### config.mk
export PLATFORM = sky130hd
export DESIGN_NAME = can_accept_bank
export DESIGN_NICKNAME = d
export VERILOG_FILES = /design/src/rtl/can_acf_pkg.sv /design/src/rtl/can_acf_match.sv /design/src/rtl/can_acf_cfg.sv /design/src/rtl/can_accept_bank.sv
export SDC_FILE = /design/constraint.sdc
export NUM_CORES = 1
export LEC_CHECK = 0
export CAP_MARGIN = 20
export CORE_MARGIN = 10
export CORE_UTILIZATION = 50
export DETAILED_ROUTE_END_ITERATION = 8
export HOLD_SLACK_MARGIN = 0.02
export PLACE_DENSITY = 0.7
export SETUP_SLACK_MARGIN = 0.02
export SLEW_MARGIN = 20
export SYNTH_ARGS = -nofsm -noshare
export SYNTH_HDL_FRONTEND = slang
export SYNTH_HIERARCHICAL = 1
export SYNTH_SLANG_ARGS = --single-unit
### constraint.sdc
create_clock -name clk -period 1.8 [get_ports clk]
set_input_delay 0.18 -clock clk [delete_from_list [all_inputs] [get_ports clk]]
set_output_delay 0.18 -clock clk [all_outputs]
set_load 0.1 [all_outputs]
### src/rtl/can_acf_pkg.sv
package can_acf_pkg;

    typedef enum logic [1:0] {
        OP_MASK = 2'd0,
        OP_ID   = 2'd1,
        OP_EN   = 2'd2,
        OP_NONE = 2'd3
    } cfg_op_e;

endpackage

### src/rtl/can_acf_match.sv
module can_acf_match #(
    parameter int ID_W = 32
) (
    input  logic            en,
    input  logic [ID_W-1:0] mask,
    input  logic [ID_W-1:0] fid,
    input  logic [ID_W-1:0] id_word,
    output logic            hit
);
    logic [ID_W-1:0] diff;

    always_comb begin
        diff = (id_word ^ fid) & mask;
        hit  = en && (diff == '0);
    end
endmodule

### src/rtl/can_acf_cfg.sv
module can_acf_cfg
    import can_acf_pkg::*;
#(
    parameter int NUM_FILT = 4,
    parameter int ID_W     = 32,
    parameter int IDX_W    = 2
) (
    input  logic                           clk,
    input  logic                           rst_n,
    input  logic                           wr_en,
    input  cfg_op_e                        op,
    input  logic [IDX_W-1:0]               idx,
    input  logic [ID_W-1:0]                wdata,
    input  logic                           id_valid,
    output logic [NUM_FILT-1:0][ID_W-1:0]  mask_o,
    output logic [NUM_FILT-1:0][ID_W-1:0]  fid_o,
    output logic [NUM_FILT-1:0]            en_o,
    output logic                           busy_o
);
    typedef struct packed {
        logic [NUM_FILT-1:0][ID_W-1:0] mask;
        logic [NUM_FILT-1:0][ID_W-1:0] fid;
        logic [NUM_FILT-1:0]           en;
        logic                          busy;
    } cfg_st_t;

    cfg_st_t st_d, st_q;
    logic    idx_ok;

    always_comb begin
        st_d      = st_q;
        st_d.busy = id_valid;
        idx_ok    = (32'(idx) < NUM_FILT);
        if (wr_en && !st_q.busy) begin
            case (op)
                OP_MASK: if (idx_ok && !st_q.en[idx]) st_d.mask[idx] = wdata;
                OP_ID:   if (idx_ok && !st_q.en[idx]) st_d.fid[idx]  = wdata;
                OP_EN: begin
                    st_d.en = wdata[NUM_FILT-1:0];
                    if (wdata[NUM_FILT-1:0] != st_q.en) st_d.busy = 1'b1;
                end
                default: ;
            endcase
        end
    end

    always_ff @(posedge clk or negedge rst_n) begin
        if (!rst_n) st_q <= '0;
        else        st_q <= st_d;
    end

    assign mask_o = st_q.mask;
    assign fid_o  = st_q.fid;
    assign en_o   = st_q.en;
    assign busy_o = st_q.busy;
endmodule

### src/rtl/can_accept_bank.sv
module can_accept_bank
    import can_acf_pkg::*;
#(
    parameter int NUM_FILT = 4,
    parameter int ID_W     = 32,
    localparam int IDX_W   = (NUM_FILT > 1) ? $clog2(NUM_FILT) : 1
) (
    input  logic                clk,
    input  logic                rst_n,
    input  logic                cfg_wr_en,
    input  logic [1:0]          cfg_sel,
    input  logic [IDX_W-1:0]    cfg_idx,
    input  logic [ID_W-1:0]     cfg_wdata,
    input  logic                id_valid,
    input  logic [ID_W-1:0]     id_word,
    output logic                dec_valid,
    output logic                dec_accept,
    output logic [NUM_FILT-1:0] dec_hit,
    output logic                busy
);
    logic [NUM_FILT-1:0][ID_W-1:0] mask_w;
    logic [NUM_FILT-1:0][ID_W-1:0] fid_w;
    logic [NUM_FILT-1:0]           en_w;
    logic [NUM_FILT-1:0]           hit_w;

    can_acf_cfg #(.NUM_FILT(NUM_FILT), .ID_W(ID_W), .IDX_W(IDX_W)) u_cfg (
        .clk      (clk),
        .rst_n    (rst_n),
        .wr_en    (cfg_wr_en),
        .op       (cfg_op_e'(cfg_sel)),
        .idx      (cfg_idx),
        .wdata    (cfg_wdata),
        .id_valid (id_valid),
        .mask_o   (mask_w),
        .fid_o    (fid_w),
        .en_o     (en_w),
        .busy_o   (busy)
    );

    for (genvar g = 0; g < NUM_FILT; g++) begin : g_filt
        can_acf_match #(.ID_W(ID_W)) u_match (
            .en      (en_w[g]),
            .mask    (mask_w[g]),
            .fid     (fid_w[g]),
            .id_word (id_word),
            .hit     (hit_w[g])
        );
    end

    typedef struct packed {
        logic                valid;
        logic                accept;
        logic [NUM_FILT-1:0] hit;
    } dec_st_t;

    dec_st_t dec_d, dec_q;

    always_comb begin
        dec_d       = dec_q;
        dec_d.valid = id_valid;
        if (id_valid) begin
            dec_d.hit    = hit_w;
            dec_d.accept = (en_w == '0) ? 1'b1 : (|hit_w);
        end
    end

    always_ff @(posedge clk or negedge rst_n) begin
        if (!rst_n) dec_q <= '0;
        else        dec_q <= dec_d;
    end

    assign dec_valid  = dec_q.valid;
    assign dec_accept = dec_q.accept;
    assign dec_hit    = dec_q.hit;
endmodule

; After elaboration in Yosys (flattened, before gate mapping)
; Cells that the tools add are included.
[classes]
eq_ne = 3
n_mux = 10
reduce_logical = 17
magnitude_cmp = 2
bitwise_logic = 9
[op_table]
columns = op, count
row1 = 128-bit bitwise mux, 2
row2 = 32-bit bitwise AND, 4
row3 = 32-bit zero test, 4
row4 = 32-bit bitwise XOR, 4
row5 = 32-bit demux with 2-bit select, 1
row6 = 32-bit two-way mux, 1
row7 = 1-bit logical AND, 6
row8 = 3-bit AND reduction, 2
row9 = 1-bit two-way mux, 5
row10 = 4-bit zero test, 1
row11 = 4-bit != test, 1
row12 = 4-bit OR reduction, 1
row13 = "2-bit by 3-bit less-than comparator with 1-bit output, second input constant", 1
row14 = 1-bit binary-select mux with 2-bit select, 1
row15 = "2-bit by 1-bit equality test with 1-bit output, second input constant", 1
row16 = "2-bit equality test, second input constant", 1
row17 = "2-bit by 1-bit >= comparator with 1-bit output, second input constant", 1
row18 = 2-bit zero test, 1
row19 = 2-bit AND reduction, 1
row20 = 1-bit zero test, 1
row21 = 1-bit NOT, 1
[totals]
ff_bits = 267
word_cells = 54
out_inout_bits = 7
inputBits = 72

; Logic depth before layout (Yosys ltp)
; Gate-level depths: netlist of run 1.
[depth]
word_depth = 6
depth_mapped = 7
ltp_nobuf = 7

; Cells and area by module
; The synthesis of run 1 kept the hierarchy.
[modules_own_cells]
columns = module, n_inst, cells_per_inst, seq_area_each_um2, area_each_um2
row1 = can_acf_cfg, 1, 576, 6531.3, 9796.9
row2 = can_acf_match, 4, 53, 0.0, 454.2
row3 = can_accept_bank, 1, 14, 150.1, 219.0

; Worst setup path after synthesis of run 1
; OpenSTA, ideal clock, no wires.
[synth_timing]
path_kind = register -> register
from = register u_cfg.st_q (netlist bit u_cfg/busy_o)
to = register u_cfg.st_q (netlist bit u_cfg/mask_o[100])
required_time_ns = 1.675
path_buffers = 2
stages_incl_launch_ff = 6
slack_ns = -0.332
arrival_time_ns = 2.007
cell_sequence = dfrtp_1 > nand3b_1 > nand4bb_1 > clkbuf_1 > buf_2 > mux2_2
[synth_between]
elab_chain_len = 3
[synth_lines]
columns = element, line_no
row1 = from (decl), can_acf_cfg.sv:27  ; cfg_st_t st_d, st_q;
row2 = from (signal assigned), can_acf_cfg.sv:49  ; else st_q <= st_d;
row3 = 1-bit zero test, can_acf_cfg.sv:34  ; if (wr_en && !st_q.busy) begin
row4 = 1-bit logical AND, can_acf_cfg.sv:34
row5 = 3-bit AND reduction (no source line), -
; Every way passes these cells.
; A chain may end at the register's enable or synchronous reset.

; Final worst setup path of run 1
[layout_timing]
from = register u_cfg.st_q (netlist bit u_cfg/busy_o)
to = register u_cfg.st_q (netlist bit u_cfg/fid_o[124])
; Same word-level chain as after synthesis.

==> results of run 1 <==
power groups by stage:
| stage | Combinational (mW) | Sequential, mW | Clock [mW] |
|---|---|---|---|
| 6_report | 3.54 | 7.98 | 5.73 |
| 3_5_place_dp | 3.22 | 8.03 | 0 |
| 5_1_grt | 3.82 | 8.11 | 6.11 |
| 3_3_place_gp | 3.10 | 7.94 | 0 |
| 4_1_cts | 3.41 | 7.95 | 5.85 |
| 2_1_floorplan | 1.99 | 7.91 | 0 |
through the flow:
stage                       util  cells
final                     0.6548   1304
after global routing      0.6548   1304
after CTS                 0.6323   1283
after detailed placement  0.5758   1218
after global placement    0.5758   1218
after floorplan                -    802
per-layer routing:
metal | vias to the layer above | global-route usage
met5 | - | 0
met4 | 0 | 0.05308
li1 | 3251 | -
met1 | 3858 | 0.2526
met3 | 49 | 0.03115
met2 | 161 | 0.3055
final timing paths:
check,slack (ps),to,from
hold / removal,190,u_cfg/fid_o[103]$_DFFE_PN0P_,rst_n
setup reg to reg,-160,u_cfg/fid_o[124]$_DFFE_PN0P_,u_cfg/busy_o$_DFF_PN0_
hold reg to reg,500,u_cfg/mask_o[0]$_DFFE_PN0P_,u_cfg/mask_o[0]$_DFFE_PN0P_
max in group asynchronous,980,u_cfg/fid_o[70]$_DFFE_PN0P_,rst_n
min in group clk,480,dec_valid$_DFF_PN0_,id_valid
setup / recovery,-160,u_cfg/fid_o[124]$_DFFE_PN0P_,u_cfg/busy_o$_DFF_PN0_
repair_timing:
action	in CTS	in global routing
buffers inserted	7	10
pin swaps	13	11
hold buffers	1	0
gates cloned	4	14
hold endpoints to repair	210	0
gates resized for setup	53	47
setup endpoints to repair	50	183
cell usage in the layout, fill, tap and decap left out, drive strengths merged, types with 2 or more instances in the layout:
| cell type | instances |
|---|---|
| dfrtp | 267 |
| mux2 | 264 |
| xor2 | 128 |
| buf | 78 |
| clkdlybuf4s50 | 70 |
| clkbuf | 59 |
| a22oi | 32 |
| nand4 | 12 |
| a22o | 12 |
| a221oi | 12 |
| nand3 | 10 |
| nand2 | 5 |
| nor4 | 5 |
| a222oi | 4 |
| xnor2 | 4 |
| nor2 | 3 |
| clkinv | 3 |
| and4bb | 2 |
cell families (layout without fill, tap and decap cells):
group / after synthesis / count (layout)
buffers and inverters: 31 / 214
and+or+nand+nor: 45 / 45
muxes: 265 / 265
DFF: 267 / 267
AOI/OAI and AO/OA: 62 / 62
xor gates and xnor gates: 132 / 132
sequential cells by signal, indices dropped and copies added (netlist names):
signal / flops
u_cfg/busy_o: 1
dec_valid: 1
u_cfg/mask_o: 128
u_cfg/fid_o: 128
dec_accept: 1
u_cfg/en_o: 4
dec_hit: 4
final cells by class:
type | count | area share
clock buffer | 48 | 0.05723
clock inverter | 5 | 0.003429
inverter | 1 | 0.0002449
multi-input combinational | 504 | 0.3463
sequential | 267 | 0.4362
tap | 319 | 0.02605
timing repair buffer | 160 | 0.1306
==> results.md, run 1 <==
- In this run the number of H-tree levels came out at 1.
- The category of cells accounting for the largest share of critical-path delay is simple AND/OR/NAND/NOR gates.
- The first global-routing pass estimated 45.43 mm of wire.
- The clock passes through at most 3 buffers.
- Synthesis produced a netlist with a net count of 874.
- By instance count, the leading cell after synthesis is dfrtp_1.
- At the later pin of the worst-skew pair, clock insertion delay measures 530 ps.
- The count of unique library cells instantiated by Yosys is 33.
- Summing over every cut layer, the via total after detailed routing is 7319.
- The clock arrives with 10.66 ps of skew.
- Summing all flip-flop and latch instances after layout gives 6685 um2.
- TritonCTS built the clock tree.
- Setup repair after global routing could not meet its margin everywhere.
- The commonest cells after synthesis are dfrtp_1 (267), mux2_2 (227), xor2_1 (128).
- The count of flip-flops with a built-in enable after synthesis is 0.
- For the worst flop-to-flop path, the logic depth is 6.
- The remaining antenna violation count after routing is 0.
- By area the synthesized netlist is led by dfrtp_1 (56%), mux2_2 (22%), xor2_1 (9.5%).
- The Yosys step of the flow raised 6 warnings.
- Setup violations remaining at the end of the flow were counted as 152.
- Of the total power, the share spent switching nets is 0.2690.
- The checks that failed: setup timing.
- The synthesis-to-layout area growth is 29.51%.
- The worst slew margin relative to its limit is 0.6788.
- For this block, the routed nets add up to 30.75 mm of wire.
- Max-cap violations in this run came to 0.
- The cell accounting for the most synthesized area is dfrtp_1.
- The first detailed-routing pass took 4 iterations.
- The post-route total power is 17.25 mW.
- The share of the Yosys chip area taken by registers is 0.5647.
- Row generation in the floorplan step produced 56 rows.
- The critical path runs through a total of 6 cells.
- After detailed routing, the number of remaining DRC violations is 0.
- The number of antenna cells inserted is 0.
- After detailed routing, the average wire length per cell comes to 23.58 um.
- The most used flip-flop cell after synthesis is dfrtp_1.
- The fraction of the mapped netlist area in simple logic gates is 0.02559.
- The hold violation total from the final report is 0.
- The effective utilization at floorplan is 0.5056.
- The highest metal layer carrying signal wires in the routed design is met4.
- The pin slew with the least headroom to its limit is 481.9 ps.
- Detailed routing placed a total of 1.633 mm of wire on met3.
- The startpoint type of the worst setup path is a register.
- The total area of multi-input combinational cells is 5306 um2.
- Across the VDD grid, the largest voltage drop is 0.5621 mV.
- Of the post-synthesis cell area, the part taken by muxes is 0.2521.
- Along the worst path, the maximum fanout reaches 6.
- The layout net count is 1035.
- The number of inserted filler cells in the final layout is 1678.
- The largest family of logic cells by synthesized area is multiplexers.
- The master of the slowest instance on the critical path is dfrtp_4.
- The core region is 23400 um2.
- The finished cells cover 15320 um2.
- The largest net degree at the start of global routing is 55.
- The floorplan step set the die width to 173.8 um.
- The number of antenna violations at the first check in global routing is 0.
- The die outline area is 30220 um2.
- The critical path goes through nand3b_1 > nor4bb_4 > buf_6 > buf_12 > buf_12 > mux2_4.
- The post-synthesis share of cell area spent on xor and xnor gates is 0.09771.
- Of the total synthesized cell area, the portion taken by full adders, half adders and majority gates is 0.
- After detailed routing, the wire length on met1 is 13.90 mm.
- The critical path buffer and inverter count is 3.
- The compound-cell area share of the yosys netlist is 0.04684.
- The power per cell area is 1126 nW/um2.
- Buffers inserted during clock tree synthesis total 29.
- The portion of synthesized cell area occupied by the leading cell type is 0.5647.
- The cell that appears most often on the critical path is buf_12.
- Measured along the y axis, the die boundary spans 173.8 um.
- The path class of the tightest hold or removal check is in2async.
- The arrival time of the worst setup path is 2370 ps.
- The leakage component of the power is 7.302 nW.
- The design internal power is 12.61 mW.
- For this run the aggregate overflow at the end of global routing stands at 0.
- In the final timing run, aggregate negative setup slack is -8166 ps.
- The first-iteration detailed-routing DRC count is 482.
- By startpoint and endpoint, the worst setup path is classified as reg2reg.
- The run finished, with violations left.
- The count of buffers added on input and output ports is 78.
- The final-report max-slew violation count is 0.
- Averaged over all synthesized cells, the footprint is 14.75 um2.
- The final HPWL from detailed placement is 18.93 mm.
- The switching power summed over all nets is 4.640 mW.
- The number of sinks on the clock net is 267.
- The routed design uses 14.44 mm of met2 wire.
- The worst slack after detailed placement is -608.0 ps.
- The standard cell area after detailed placement is 13480 um2.
- In the finished design, the share of the clock period the worst path needs comes to 1.091.
- Hold is met by 194.9 ps.
- In this run the cell area of the synthesized design comes to 11830 um2.
- The sequential share of power is 0.462.
- The number of global-route vias before repair is 8123.
- For this design the top-level I/O count stands at 79.
- The flop and latch count out of synthesis is 267.
- The critical path required time is 2200 ps.
- The share of final-layout standard cells stronger than drive strength 1 is 0.4284.
- Derived from the worst setup path, the maximum achievable clock frequency is 509.4 MHz.
- The relative contribution of combinational cells to total power is 0.205.
- The share of total power dissipated in the clock network is 0.332.
- The async set or reset register ratio after synthesis is 1.000.
- The root buffer cell is clkbuf_16.
- The clock edge transition at the registers on the reported setup and hold paths is 60 ps.
- The congestion estimate from routability-driven global placement came to 0.8225.
- STA classifies the critical path endpoint as a register.
- The number of standard cells after synthesis is 802.
- The post-detailed-route via-to-cell ratio is 5.613.
- Across every metal layer, demand over resource in global routing totals 0.1873.
- The post-layout worst setup margin is -163.2 ps.
- The clock period minus final worst setup slack is 1963 ps.
- The critical path's largest stage delay is 500 ps.
No activity file was read; power rests on OpenSTA's default activity.
==> run 2: changes to the inputs <==
Settings changed: ABC_CLOCK_PERIOD_IN_PS from default to 1800.
==> results of run 2 <==
Same layout as run 1: the final DEF is identical, and so are final timing and power.
==> run 3: changes to the inputs <==
Settings changed: ABC_CLOCK_PERIOD_IN_PS 1800 to 2400.
Clock period 1.8 ns to 2.4 ns, I/O delays scaled along.
==> run 3 against run 2 <==
The run now ends clean. Worst hold slack gained 46 ps. Core utilization shrank 5.2 points. Global-route usage shrank 1.4 points. Combinational power shrank 35%. Sequential power shrank 25%. Die area is the same. Worst setup slack gained 470 ps. Largest cell class unchanged. Highest routed layer unchanged.
==> results.md, run 3 (synthesized netlist as in run 1, its figures left out) <==
- The number of vias after detailed routing is 6831.
- The total placed cells including tap cells is 1191.
- At the pin with the least slew margin, the transition time is 521.8 ps.
- The max-capacitance violation count is 0.
- The die is 173.8 um tall.
- The fraction of met2 tracks used by global routing is 0.2788.
- CTS built an H-tree with a depth of 1.
- The post-detailed-route via-to-cell ratio is 5.504.
- The worst min-delay path class is in2async.
- TritonCTS built the clock tree.
- Headroom to the max-slew limit came out at 0.6510.
- Power spread over the standard cell area amounts to 902.5 nW/um2.
- By startpoint and endpoint, the worst setup path is classified as reg2reg.
- The final cycle utilization of the critical path is 0.8733.
- The synthesis-to-layout area growth is 19.17%.
- The largest net degree at the start of global routing is 68.
- The clock edge transition at the registers on the reported setup and hold paths is 70 ps.
- The final-report max-slew violation count came to 0.
- In this run the remaining antenna-violating nets after routing total 0.
- After the first detailed-routing iteration, the DRC count stood at 396.
- Setup repair after global routing left no endpoint under its margin.
- After the last flow step, the layout net total stands at 975.
- The die covers 30220 um2.
- Clock latency on the worst-skew pair, taken at its later pin, is 530 ps.
- Static timing analysis puts the maximum clock frequency at 477.1 MHz.
- The critical path required time is 2850 ps.
- The worst hold margin is 241.2 ps.
- The hold violation total from the final report is 0.
- STA classifies the critical path startpoint as a register.
- The number of antenna violations at the first check in global routing is 0.
- The count of TritonRoute iterations in the first routing pass is 4.
- The routability congestion estimate from global placement is 0.8104.
- The standard cell area after detailed placement is 13130 um2.
- The number of global-route vias before repair was 7608.
- The worst vdd rail ir drop is 0.4370 mV.
- Once layout is complete, the utilization of the core stands at 0.6025.
- The number of antenna cells inserted is 0.
- In this run the most used layer during global routing was met2.
- From left edge to right edge, the die measures 173.8 um.
- The layout has 1853 filler cells.
- The floorplan has 56 rows.
- In this run the static leakage power is 6.696 nW.
- The global routing met1 resource utilization is 0.2413.
- The clock skew after layout is 14.13 ps.
- The kind of capture point of the worst setup path is a register.
- The effective utilization at floorplan is 0.5056.
- The buffer count from post-CTS setup fixing is 0.
- After legalization and detailed placement, the total HPWL measured 18.06 mm.
- The number of clock buffers added by TritonCTS is 28.
- The area of the placeable core is 23400 um2.
- The most common cell after layout, fill and taps aside is dfrtp_1.
- The post-route total power is 12.73 mW.
- For this design, the sink count on the clock tree is 267.
- The design area is 14100 um2.
- Of the cells placed in the final design, the portion with a size suffix greater than 1 is 0.3471.
- The cell sitting at the root of the clock tree is a clkbuf_16.
- The overall fraction of global-route tracks in use is 0.1737.
- The count of pins on the block boundary is 79.
- The clock period minus final worst setup slack is 2096 ps.
- The clock passes through at most 3 buffers.
- After detailed routing, the number of remaining DRC violations is 0.
- The peak fanout along the critical path is 2.
- Data arrives at the worst endpoint at 2550 ps.
- Global routing finished with a remaining overflow of 0.
- The number of setup violations in the final report is 0.
- The library cells used most frequently in the layout, excluding fill and tap cells, are dfrtp_1 (267), mux2_2 (227), xor2_1 (128).
- Input and output buffers added on the ports amount to 78.
- The global-route wire length before repair is 42.66 mm.
- The flow ran to the end, and the final reports show no timing, DRC or antenna violations.
- The detailed-route wire length per cell is 21.15 um.
- In the global route stage, met3 resource usage came out at 0.03006.
- The routed wire length is 26.25 mm.
- The final standard cell count with taps included and fillers excluded is 1241.
run 3: per-layer routing:
| layer | up-vias | share of wire |
|---|---|---|
| li1 | 3114 | - |
| met1 | 3563 | 0.46 |
| met2 | 126 | 0.48 |
| met3 | 28 | 0.047 |
| met4 | 0 | 0.014 |
| met5 | - | 0 |
run 3: path summary, 6_finish.rpt:
kind	from	endpoint	slack [ps]	cells past startpoint
worst max-delay path	u_cfg/fid_o[80]$_DFFE_PN0P_	dec_accept$_DFFE_PN0P_	300	7
worst min-delay path	rst_n	u_cfg/fid_o[86]$_DFFE_PN0P_	240	2
worst max register to register	u_cfg/fid_o[80]$_DFFE_PN0P_	dec_accept$_DFFE_PN0P_	300	7
worst min register to register	u_cfg/mask_o[34]$_DFFE_PN0P_	u_cfg/mask_o[34]$_DFFE_PN0P_	500	1
max in group asynchronous	rst_n	u_cfg/mask_o[53]$_DFFE_PN0P_	1360	3
min in group clk	u_cfg/mask_o[34]$_DFFE_PN0P_	u_cfg/mask_o[34]$_DFFE_PN0P_	500	1
run 3: area by class of cell:
class / instances / area [um2] / area share
timing repair buffer: 101 / 1031 / 0.07311
clock inverter: 14 / 201.4 / 0.01429
inverter: 1 / 3.754 / 0.0002662
clock buffer: 35 / 758.2 / 0.05377
tap: 319 / 399.1 / 0.02831
sequential: 267 / 6681 / 0.4738
multi-input combinational: 504 / 5026 / 0.3564
run 3: power breakdown:
group          switching (mW)  internal [mW]
clock                    1.72           2.76
combinational            1.05           1.24
sequential              0.556           5.39
total                    3.33           9.40
run 3: what timing repair did:
action,4_1_cts,5_1_grt
resized for setup,0,0
setup endpoints to repair,0,0
hold buffers,1,0
endpoints found under the hold margin,62,0
run 3: stage by stage:
stage,TNS (ps),setup slack (ps)
global placement,-155.7,-126.9
detailed placement,-203.7,-134.9
finish,0,304.0
global route,0,112.9
floorplan,0,268.1
CTS,0,295.3
run 3: critical path, stage by stage, from the launching register on:
cell and delay [ps]:
dfrtp_1 380, xor2_1 160, a22o_1 260, a221oi_1 350
nand4_1 320, nor4_2 260, nor4_1 110, a31oi_1 170
